===== config.mk =====
export PLATFORM = sky130hd
export DESIGN_NAME = txur_ctrl
export DESIGN_NICKNAME = d
export VERILOG_FILES = /design/src/rtl/txur_pkg.sv /design/src/rtl/txur_cfg.sv /design/src/rtl/txur_ring_ptr.sv /design/src/rtl/txur_fsm.sv /design/src/rtl/txur_ctrl.sv
export SDC_FILE = /design/constraint.sdc
export NUM_CORES = 1
export LEC_CHECK = 0
export BUFFER_PORTS_ARGS = -buffer_cell sky130_fd_sc_hd__clkbuf_2
export CAP_MARGIN = 40
export CORE_MARGIN = 2
export CORE_UTILIZATION = 30
export CTS_CLUSTER_SIZE = 12
export DETAILED_ROUTE_END_ITERATION = 10
export PLACE_DENSITY = 0.62
export SLEW_MARGIN = 20
export SYNTH_ARGS = -nofsm -noshare
export SYNTH_HDL_FRONTEND = slang
export SYNTH_SLANG_ARGS = --single-unit

===== constraint.sdc =====
create_clock -name clk -period 1.2 [get_ports clk]
set_input_delay 0.18 -clock clk [delete_from_list [all_inputs] [get_ports clk]]
set_output_delay 0.18 -clock clk [all_outputs]
set_load 0.05 [all_outputs]

===== src/rtl/txur_pkg.sv =====
package txur_pkg;

    typedef enum logic [1:0] {
        ST_IDLE    = 2'd0,
        ST_ABANDON = 2'd1,
        ST_SCAN    = 2'd2
    } scan_st_t;

    typedef enum logic [1:0] {
        ACT_WAIT   = 2'd0,
        ACT_DROP   = 2'd1,
        ACT_LAUNCH = 2'd2
    } scan_act_t;

    typedef struct packed {
        logic own;
        logic sof;
    } desc_view_t;

    // What the walk does with the entry it is looking at
    function automatic scan_act_t classify(desc_view_t d);
        if (!d.own)
            return ACT_WAIT;
        else if (d.sof)
            return ACT_LAUNCH;
        else
            return ACT_DROP;
    endfunction

endpackage


===== src/rtl/txur_cfg.sv =====
module txur_cfg (
    input  logic clk,
    input  logic rst,
    input  logic soft_rst,
    input  logic we,
    input  logic wdata,
    output logic q
);
    // Policy bit: hard and soft reset clear it, nothing else touches it
    always_ff @(posedge clk) begin
        if (rst || soft_rst)
            q <= 1'b0;
        else if (we)
            q <= wdata;
    end
endmodule


===== src/rtl/txur_ring_ptr.sv =====
module txur_ring_ptr #(
    parameter int DEPTH = 8,
    localparam int W = (DEPTH > 1) ? $clog2(DEPTH) : 1
) (
    input  logic         clk,
    input  logic         rst,
    input  logic         clr,
    input  logic         adv,
    output logic [W-1:0] idx
);
    logic [W-1:0] nxt;

    generate
        if ((1 << W) == DEPTH) begin : g_pow2
            // Natural binary wrap
            assign nxt = idx + 1'b1;
        end else begin : g_cmp
            assign nxt = (idx == W'(DEPTH - 1)) ? '0 : idx + 1'b1;
        end
    endgenerate

    always_ff @(posedge clk) begin
        if (rst || clr)
            idx <= '0;
        else if (adv)
            idx <= nxt;
    end
endmodule


===== src/rtl/txur_fsm.sv =====
module txur_fsm
    import txur_pkg::*;
#(
    parameter int IDX_W = 3
) (
    input  logic             clk,
    input  logic             rst,
    input  logic             soft_rst,
    input  logic             stop_cmd,
    input  logic             start_cmd,
    input  logic             uflo_evt,
    input  logic             uflo_clr,
    input  logic             recov_en,
    input  desc_view_t       desc,
    input  logic [IDX_W-1:0] cur_idx,
    output logic             release_o,
    output logic             tx_on,
    output logic             uflo_flag,
    output logic             tx_start,
    output logic [IDX_W-1:0] tx_start_idx,
    output logic             busy
);
    scan_st_t  st;
    scan_act_t act;

    always_comb begin
        act       = classify(desc);
        release_o = (st == ST_ABANDON) || ((st == ST_SCAN) && (act == ACT_DROP));
    end

    assign busy = (st != ST_IDLE);

    always_ff @(posedge clk) begin
        if (rst || soft_rst) begin
            st           <= ST_IDLE;
            tx_on        <= 1'b0;
            uflo_flag    <= 1'b0;
            tx_start     <= 1'b0;
            tx_start_idx <= '0;
        end else begin
            tx_start <= 1'b0;
            if (uflo_clr)
                uflo_flag <= 1'b0;
            if (stop_cmd) begin
                tx_on <= 1'b0;
                st    <= ST_IDLE;
            end else begin
                if (start_cmd)
                    tx_on <= 1'b1;
                unique case (st)
                    ST_IDLE: begin
                        if (uflo_evt && tx_on) begin
                            uflo_flag <= 1'b1;
                            if (recov_en)
                                st <= ST_ABANDON;
                            else
                                tx_on <= 1'b0;
                        end
                    end
                    ST_ABANDON: st <= ST_SCAN;
                    ST_SCAN: begin
                        if (act == ACT_LAUNCH) begin
                            tx_start     <= 1'b1;
                            tx_start_idx <= cur_idx;
                            st           <= ST_IDLE;
                        end
                    end
                    default: st <= ST_IDLE;
                endcase
            end
        end
    end
endmodule


===== src/rtl/txur_ctrl.sv =====
module txur_ctrl
    import txur_pkg::*;
#(
    parameter int RING_DEPTH = 8,
    localparam int IDX_W = (RING_DEPTH > 1) ? $clog2(RING_DEPTH) : 1
) (
    input  logic             clk,
    input  logic             rst,
    input  logic             soft_rst,
    input  logic             stop_cmd,
    input  logic             start_cmd,
    input  logic             cfg_we,
    input  logic             cfg_wdata,
    output logic             cfg_rd,
    input  logic             desc_done,
    input  logic             uflo_evt,
    input  logic             uflo_clr,
    output logic [IDX_W-1:0] desc_idx,
    input  logic             desc_own,
    input  logic             desc_sof,
    output logic             desc_release,
    output logic             tx_on,
    output logic             uflo_flag,
    output logic             tx_start,
    output logic [IDX_W-1:0] tx_start_idx,
    output logic             scan_busy
);
    desc_view_t view;
    logic       ptr_adv;

    assign view.own = desc_own;
    assign view.sof = desc_sof;

    txur_cfg u_cfg (
        .clk      (clk),
        .rst      (rst),
        .soft_rst (soft_rst),
        .we       (cfg_we),
        .wdata    (cfg_wdata),
        .q        (cfg_rd)
    );

    // Walk steps take precedence; engine completions count only outside a walk
    assign ptr_adv = desc_release || (desc_done && !scan_busy);

    txur_ring_ptr #(.DEPTH(RING_DEPTH)) u_ptr (
        .clk (clk),
        .rst (rst),
        .clr (soft_rst),
        .adv (ptr_adv),
        .idx (desc_idx)
    );

    txur_fsm #(.IDX_W(IDX_W)) u_fsm (
        .clk          (clk),
        .rst          (rst),
        .soft_rst     (soft_rst),
        .stop_cmd     (stop_cmd),
        .start_cmd    (start_cmd),
        .uflo_evt     (uflo_evt),
        .uflo_clr     (uflo_clr),
        .recov_en     (cfg_rd),
        .desc         (view),
        .cur_idx      (desc_idx),
        .release_o    (desc_release),
        .tx_on        (tx_on),
        .uflo_flag    (uflo_flag),
        .tx_start     (tx_start),
        .tx_start_idx (tx_start_idx),
        .busy         (scan_busy)
    );
endmodule


Word-level counts from Yosys, hierarchy flattened
Cells that the tools add are included.
- equal/unequal tests: 7
- add/subtract/negate cells: 1
- mux-type cells: 15
- reductions and logical operators: 13
- bitwise logic cells: 2
- operators with widths (operator ; number):
    two-way mux 2 bit ; 5
    two-way mux 1 bit ; 9
    case mux 2 bit (3 select lines) ; 1
    AND reduction 3 bit ; 2
    equality test 2 x 1 -> 1 bit, second input constant ; 2
    equality test 2 bit, second input constant ; 2
    inequality test 2 bit, second input constant ; 2
    adder 3 x 1 -> 3 bit, second input constant ; 1
    logical AND 1 bit ; 3
    logical OR 1 bit ; 3
    OR reduction 3 bit ; 1
    zero test 2 bit ; 1
    inequality test 2 x 1 -> 1 bit, second input constant ; 1
    NOT 1 bit ; 2
    nonzero test 2 bit ; 1
    OR reduction 2 bit ; 1
    zero test 1 bit ; 1
- input port bits: 12
- register bits after elaboration: 12
- output and inout port bits: 12
- word-level logic and storage cells: 45

Depth between registers and ports, before layout
Gate-level depths: netlist of the first run.
- word-level depth: 6
- gate-level depth with buffers: 4
- gate-level depth less buffers: 3

Modules after synthesis
Synthesis of the first run repeated with hierarchy kept, for this count alone.
- cell total of the unflattened synthesis: 53
- area, all modules: 544.3 um2
- by module, submodules not included (module ; area an instance (um2) ; seq. area each (um2) ; times used ; cells each):
    txur_fsm ; 361.6 ; 160.2 ; 1 ; 37
    txur_ring_ptr ; 131.4 ; 60.1 ; 1 ; 11
    txur_cfg ; 40.0 ; 20.0 ; 1 ; 3
    txur_ctrl ; 11.3 ; 0.0 ; 1 ; 2

Least setup slack after synthesis of the first run
OpenSTA, ideal clock, no wires.
- kind: register -> register
- start: register u_ptr.idx[0]
- end: register u_ptr.idx[1]
- required time: 1.081 ns
- stages on the path, launching flop included: 4
- buffers on the path: 0
- arrival: 1.105 ns
- path slack: -0.024 ns
- setup time: 0.119 ns
- clock period less this slack: 1.224 ns
- path through: dfxtp_1 -> ha_1 -> o21ai_1 -> a21oi_1
- longest elaborated chain between the ends: 1
- RTL lines (what ; RTL line ; source):
    start, declared ; txur_ring_ptr.sv:9 ; output logic [W-1:0] idx
    start signal, assigned ; txur_ring_ptr.sv:26 ; idx <= nxt;
    adder 3 x 1 -> 3 bit ; txur_ring_ptr.sv:16 ; assign nxt = idx + 1'b1;
    net u_ptr.nxt[1] ; txur_ring_ptr.sv:11 ; logic [W-1:0] nxt;
The timed path passes the listed nets, and every way through them passes these cells.
A chain may end at the register's enable or synchronous reset.

Worst setup path after layout of the first run
- start: register u_fsm.st[0]
- end: output port desc_release
- longest elaborated chain between the ends: 3
- elaborated cells on any way between the ends: 4
- those cells by class: 2 x eq/ne; 2 x reduce/logical
- RTL lines (what ; RTL line ; source):
    start, declared ; txur_fsm.sv:23 ; scan_st_t st;
    start signal, assigned ; txur_fsm.sv:35 ; st <= ST_IDLE;
    start signal, assigned ; txur_fsm.sv:46 ; st <= ST_IDLE;
    start signal, assigned ; txur_fsm.sv:55 ; st <= ST_ABANDON;
    equality test 2 bit ; txur_fsm.sv:28 ; release_o = (st == ST_ABANDON) || ((st == ST_SCAN) && (act == ACT_DROP));
    logical AND 1 bit ; txur_fsm.sv:28 ;
    logical OR 1 bit * ; txur_fsm.sv:28 ;
    end, declared ; txur_ctrl.sv:21 ; output logic desc_release,
Mark *: on every way between the ends. The rest lies on a longest branch, timed or not.

==> qor.yml, run 1 <==
nFillCells: 189
finClkSkew_ns: 0.00159
synth_mux_area_share_pct: 3.56
hold_ws_ns: 0.154
fin_cells: 114
gp_congestion: 0.777
hp-start: "cfg_wdata"
grt_max_degree: 9
critical-path-top-delay-family: "flip-flops"
final_common_cell: "clkbuf_2"
worstPathCellList: "nand4bb_1 -> nand2_1 -> buf_8"
dp_cells: 106
hpwl_um: 979
synthCells: 58
ff2ff_setup_slack_ns: 0.04
drt.antenna.violating_nets: 0
tightest_slew_ns: 0.376
core_mm2: 0.00175
routed_via_density: 4.68
rows: 15
die_y_um: 47.3
cts_sinks: 12
synth_warnings: 0
seqCellArea_um2: 250
synth-seq-cells: 12
synth-edff-count: 0
cts.path.max_buffers: 2
drc: 0
start_util_pct: 32.2
worstPathRequired_ns: 1.02
rr_endpoint: "u_fsm.tx_start_idx[1]"
power_leakage_nw: 0.363
path_buf_inv: 1
maxCapViolations: 0
cp.arrival_ns: 1.08
crit_path_end: "desc_release"
cts.htree.levels: 1
place_area_um2: 707
syn_to_final_growth_pct: 43.4
p_per_area_mw_per_mm2: 985
synth_top_family_by_area: "simple AND/OR/NAND/NOR gates"
synthArstFlopShare_pct: 0
antenna_found_initial: 0
cts_tree: "done"
cp_max_fo: 7
synth_xor_area_share_pct: 0
hold_violations: 0
ys_seq_area_share_pct: 42.8
worst_slack_ns: -0.0626
endpoint_kind: "output pin"
timing.rr.start: "u_fsm.st[0]"
antennaDiodeCount: 0
first_pass_iters: 4
slowest_stage: "dfxtp_4"
fmax_ghz: 0.792
path_clk_slew_ns: 0.07
min_path_type: "in2reg"
status: "complete, but fails checks"
routed_wl_um: 1250
cts_made_buffers: 3
grt_pass1_wl_um: 1900
insertion_delay_ns: 0.27
period_needed_ns: 1.26
startpoint_type: "register"
final_cell_area_um2: 806
final_cell_mix: "clkbuf_2, dfxtp_1, nand3_1, buf_4"
synthFlopType: "dfxtp_1"
synth_area_um2: 562
min_path_cells: 3
multi_input_area_um2: 308
startpoint: "u_fsm.st[0]"
violations: "negative setup slack"
avgSynthCellArea_um2: 9.69
grt_use_total_pct: 12.8
power_w: 0.000794
slowest_delay_ns: 0.36
grt_pass1_vias: 434
synth_compound_area_share_pct: 19.2
yosys.area_share.simple_pct: 29.0
ios: 24
synthAdderAreaFrac_pct: 2.23
cts-root-buf: "clkbuf_4"
layout-drive-gt1-share_pct: 44.9
rsz0062_at_grt: "yes"
period_share_pct: 105
nNetsFinal: 103
ir_drop_mv: 0.459
wl_per_cell_um: 10.9
gr-total-overflow: 0
synth_cell_types: 30
dieWidth_um: 47.3
dieArea_mm2: 0.00223
drt_iter0_drc: 3
vias: 534
maxSlewViolCount: 0
synth_fp_nets: 71
reg2regPathDepth: 4
io_buffers: 23
cp.depth: 3
crit_type: "reg2out"
slew_headroom_pct: 74.9
setup_viol: 2
[power breakdown]
group	total, W	internal, W	switching (W)
Combinational	0.0000761	0.0000290	0.0000471
Sequential	0.000403	0.000398	0.00000463
Clock	0.000315	0.000184	0.000131
[worst register-to-register path, cell delays in order (launching register included)]
cell	delay, ns
dfxtp_4	0.36
buf_4	0.13
nand4b_1	0.27
o21ai_1	0.19
a21oi_1	0.08
[layout make-up]
class                   count  share of cell area [%]
clock buffers               4                    4.50
inverters                   2                   0.932
multi-input cells          43                    38.2
flip-flops and latches     12                    31.1
well taps                  25                    3.88
repair buffers             28                    21.4
[worst min-delay path by stage]
stage                                end  slack [ns]
after floorplan           u_fsm.tx_start        0.26
after global placement           u_cfg.q        0.41
after detailed placement         u_cfg.q        0.44
after CTS                        u_cfg.q        0.15
after global routing         u_fsm.tx_on        0.16
final                            u_cfg.q        0.15
[flip-flops by register name, summed over array words and instances, names as in the netlist]
name / flops
u_fsm.tx_start: 1
u_fsm.uflo_flag: 1
u_ptr.idx: 3
u_cfg.q: 1
u_fsm.tx_on: 1
u_fsm.st: 2
u_fsm.tx_start_idx: 3
[repair_timing]
action | 4_1_cts | 5_1_grt
buffers inserted | 3 | 1
endpoints found under the setup margin | 2 | 6
gates resized for setup | 8 | 6
hold buffers | 0 | 0
pin swaps | 1 | 1
[logic make-up after synthesis]
group           after synthesis
buf+inv                       3
mux                           2
compound gates               16
fa+ha+maj                     1
flops                        12
simple gates                 24
[layer usage]
metal | up-vias | global-route usage (%) | wire length, um
met5 | - | 0 | 0
met4 | 0 | 6.67 | 19
met3 | 2 | 4.62 | 81
met2 | 19 | 16.8 | 569
met1 | 233 | 17.9 | 577
li1 | 280 | - | -
[synthesized netlist by cell type (2+ instances only)]
cell type	number	area [um2]
dfxtp_1	12	240
nand3_1	5	25.0
a21oi_1	4	20.0
nand2_1	3	11.3
o21ai_0	3	15.0
and4b_1	2	20.0
inv_1	2	7.51
mux2i_1	2	20.0
nand4bb_1	2	22.5
nor2_1	2	7.51
or2_1	2	12.5
[metrics by stage]
step	TNS (ns)	util, %	setup slack, ns
2_1_floorplan	0	-	0.0174
3_3_place_gp	0	40.5	0.123
3_5_place_dp	0	40.5	0.0767
4_1_cts	-0.122	45.3	-0.0902
5_1_grt	-0.249	46.2	-0.108
6_report	-0.0763	46.2	-0.0626
Note: power is estimated with default switching activity, not from simulation.
==> run 2: changes to the inputs <==
--- a/config.mk
+++ b/config.mk
@@ -9,6 +9,7 @@
 export CAP_MARGIN = 40
 export CORE_MARGIN = 2
 export CORE_UTILIZATION = 30
+export CTS_BUF_LIST = sky130_fd_sc_hd__clkbuf_8
 export CTS_CLUSTER_SIZE = 12
 export DETAILED_ROUTE_END_ITERATION = 10
 export PLACE_DENSITY = 0.62
==> qor.yml, run 2 (synthesis results as in run 1) <==
die_y_um: 47.3  # unchanged
gp_congestion: 0.777  # unchanged
hold_violations: 0  # unchanged
final_cell_mix: "clkbuf_2, dfxtp_1, nand3_1, a21oi_1, clkbuf_8"
worstPathCellList: "nand4bb_1 -> nand2_1 -> buf_8"
wl_per_cell_um: 11.4  # +4.7%
hold_path_end: "u_cfg.q"
endpoint_kind: "output pin"
drc: 0  # unchanged
maxCapViolations: 0  # unchanged
cts_made_buffers: 3  # unchanged
cts.htree.levels: 1  # unchanged
utilization_pct: 46.2  # +0.072 points
nNetsFinal: 101  # -1.9%
cp.arrival_ns: 1.05  # -0.03 ns
drt_iter0_drc: 11  # +8
pwr-share-clk_pct: 47.6  # +7.9 points
reg.largest.list: "u_fsm.tx_start_idx x3, u_ptr.idx x3, u_fsm.st x2"
drt.antenna.violating_nets: 0  # unchanged
dieArea_mm2: 0.00223  # unchanged
hp-start: "cfg_wdata"
rsz0062_at_grt: "yes"
slowest_delay_ns: 0.36  # about the same
place_area_um2: 707  # unchanged
power_leakage_nw: 0.361  # -0.70%
period_needed_ns: 1.23  # -0.0290 ns
path_buf_inv: 1  # unchanged
antenna_found_initial: 0  # unchanged
timing.rr.start: "u_fsm.st[1]"
core_mm2: 0.00175  # unchanged
seqPwrFrac_pct: 44.1  # -6.6 points
tightest_slew_ns: 0.361  # -0.0149 ns
ir_drop_mv: 0.628  # +37%
power_w: 0.000915  # +15%
routed_via_density: 4.85  # +3.5%
grt_use_total_pct: 12.4  # -0.37 points
antennaDiodeCount: 0  # unchanged
rr_endpoint: "u_ptr.idx[2]"
reg2regPathDepth: 4  # unchanged
p_sw_w: 0.000197  # +8.3%
final_common_cell: "clkbuf_2"
insertion_delay_ns: 0.24  # -0.03 ns
grt_max_degree: 11  # +2
violations: "negative setup slack"
cts_tree: "done"
syn_to_final_growth_pct: 43.7
min_path_cells: 3  # unchanged
cts.path.max_buffers: 2  # unchanged
maxSlewViolCount: 0  # unchanged
nFillCells: 185  # -2.1%
cts-root-buf: "clkbuf_8"
critical-path-top-delay-family: "flip-flops"
ff2ff_setup_slack_ns: 0.07  # +0.03 ns
first_pass_iters: 4  # unchanged
fin_tns_setup_ns: -0.0336  # +0.0427 ns
min_path_type: "in2reg"
slew_headroom_pct: 75.9  # +0.99 points
gr-total-overflow: 0  # unchanged
cts_hold_buf: 0  # unchanged
startpoint_type: "register"
io_buffers: 23  # unchanged
p_int_w: 0.000718  # +17%
p_comb_share_pct: 8.2  # -1.4 points
cts_sinks: 12  # unchanged
period_share_pct: 103  # -2.4 points
ios: 24  # unchanged
crit_type: "reg2out"
routed_wl_um: 1280  # +2.9%
cp_max_fo: 8  # +1
start_util_pct: 32.2  # unchanged
p_per_area_mw_per_mm2: 1130  # +15%
vias: 543  # +1.7%
hold_ws_ns: 0.188  # +0.0341 ns
slowest_stage: "dfxtp_4"
worstPathRequired_ns: 1.02  # about the same
layout-drive-gt1-share_pct: 43.7  # -1.3 points
setup_viol: 1  # -1
grt_pass1_wl_um: 1840  # -3.6%
status: "complete, but fails checks"
power.share.switching_pct: 21.6  # -1.4 points
fmax_ghz: 0.811  # +2.4%
rows: 15  # unchanged
final_cell_area_um2: 807  # +0.16%
finClkSkew_ns: 0.00248  # +0.000894 ns
hpwl_um: 979  # unchanged
worst_slack_ns: -0.0336  # +0.0290 ns
path_clk_slew_ns: 0.05  # -0.02 ns
dieWidth_um: 47.3  # unchanged
grt_pass1_vias: 417  # -3.9%
[run 2: changes by cell type in the layout (fill, tap and decap cells not counted)]
cell      delta
or2_4        +1
clkbuf_8     +3
o21ai_0      +3
clkbuf_4     -3
nor3_1       +1
o21ai_1      -3
nor3_2       -1
or2_1        -1
buf_4        -2
[run 2: worst max-delay path by stage]
stage	end	slack, ns	start	cells past startpoint
floorplan	u_fsm.tx_on	0.02	u_fsm.tx_on	2
global placement	desc_release	0.12	u_fsm.st[0]	3
detailed placement	desc_release	0.08	u_fsm.st[1]	3
CTS	desc_release	-0.04	u_fsm.st[0]	3
global route	desc_release	-0.06	u_fsm.st[0]	3
finish	desc_release	-0.03	u_fsm.st[0]	3
[run 2: worst min-delay path, stage by stage]
cell and delay [ns]:
clkbuf_2 0.08, mux2i_1 0.06, nor2_1 0.08
[run 2: layer usage]
| layer | routed length [um] | up-vias | GRT usage [%] | share of wire [%] |
|---|---|---|---|---|
| li1 | - | 277 | - | - |
| met1 | 586 | 245 | 17.3 | 46 |
| met2 | 594 | 19 | 16.2 | 46 |
| met3 | 81 | 2 | 5.77 | 6.3 |
| met4 | 21 | 0 | 5.00 | 1.6 |
| met5 | 0 | - | 0 | 0 |
[run 2: final cells by class]
| type | instances | area, um2 | area share (%) |
|---|---|---|---|
| Clock buffer | 4 | 55.1 | 6.82 |
| Inverter | 2 | 7.51 | 0.930 |
| Multi-Input combinational cell | 43 | 305 | 37.8 |
| Sequential cell | 12 | 250 | 31.0 |
| Tap cell | 25 | 31.3 | 3.88 |
| Timing Repair Buffer | 26 | 158 | 19.5 |
[run 2: stage by stage]
stage | std cells | worst slack, ns
after global routing | 112 | -0.0618
after floorplan | 58 | 0.0174
final | 112 | -0.0336
after CTS | 110 | -0.0450
after detailed placement | 106 | 0.0767
after global placement | 106 | 0.123
[run 2: power by group through the flow]
| stage | logic [W] | registers (W) | clock network [W] |
|---|---|---|---|
| final | 0.0000752 | 0.000404 | 0.000436 |
| after global routing | 0.0000836 | 0.000404 | 0.000464 |
| after detailed placement | 0.0000752 | 0.000417 | 0 |
| after CTS | 0.0000756 | 0.000408 | 0.000450 |
| after floorplan | 0.0000297 | 0.000431 | 0 |
| after global placement | 0.0000741 | 0.000417 | 0 |
[run 2: repair_timing]
action | CTS | global route
gates resized for setup | 6 | 5
setup endpoints to repair | 2 | 2
buffers inserted | 0 | 2
pin swaps | 0 | 1
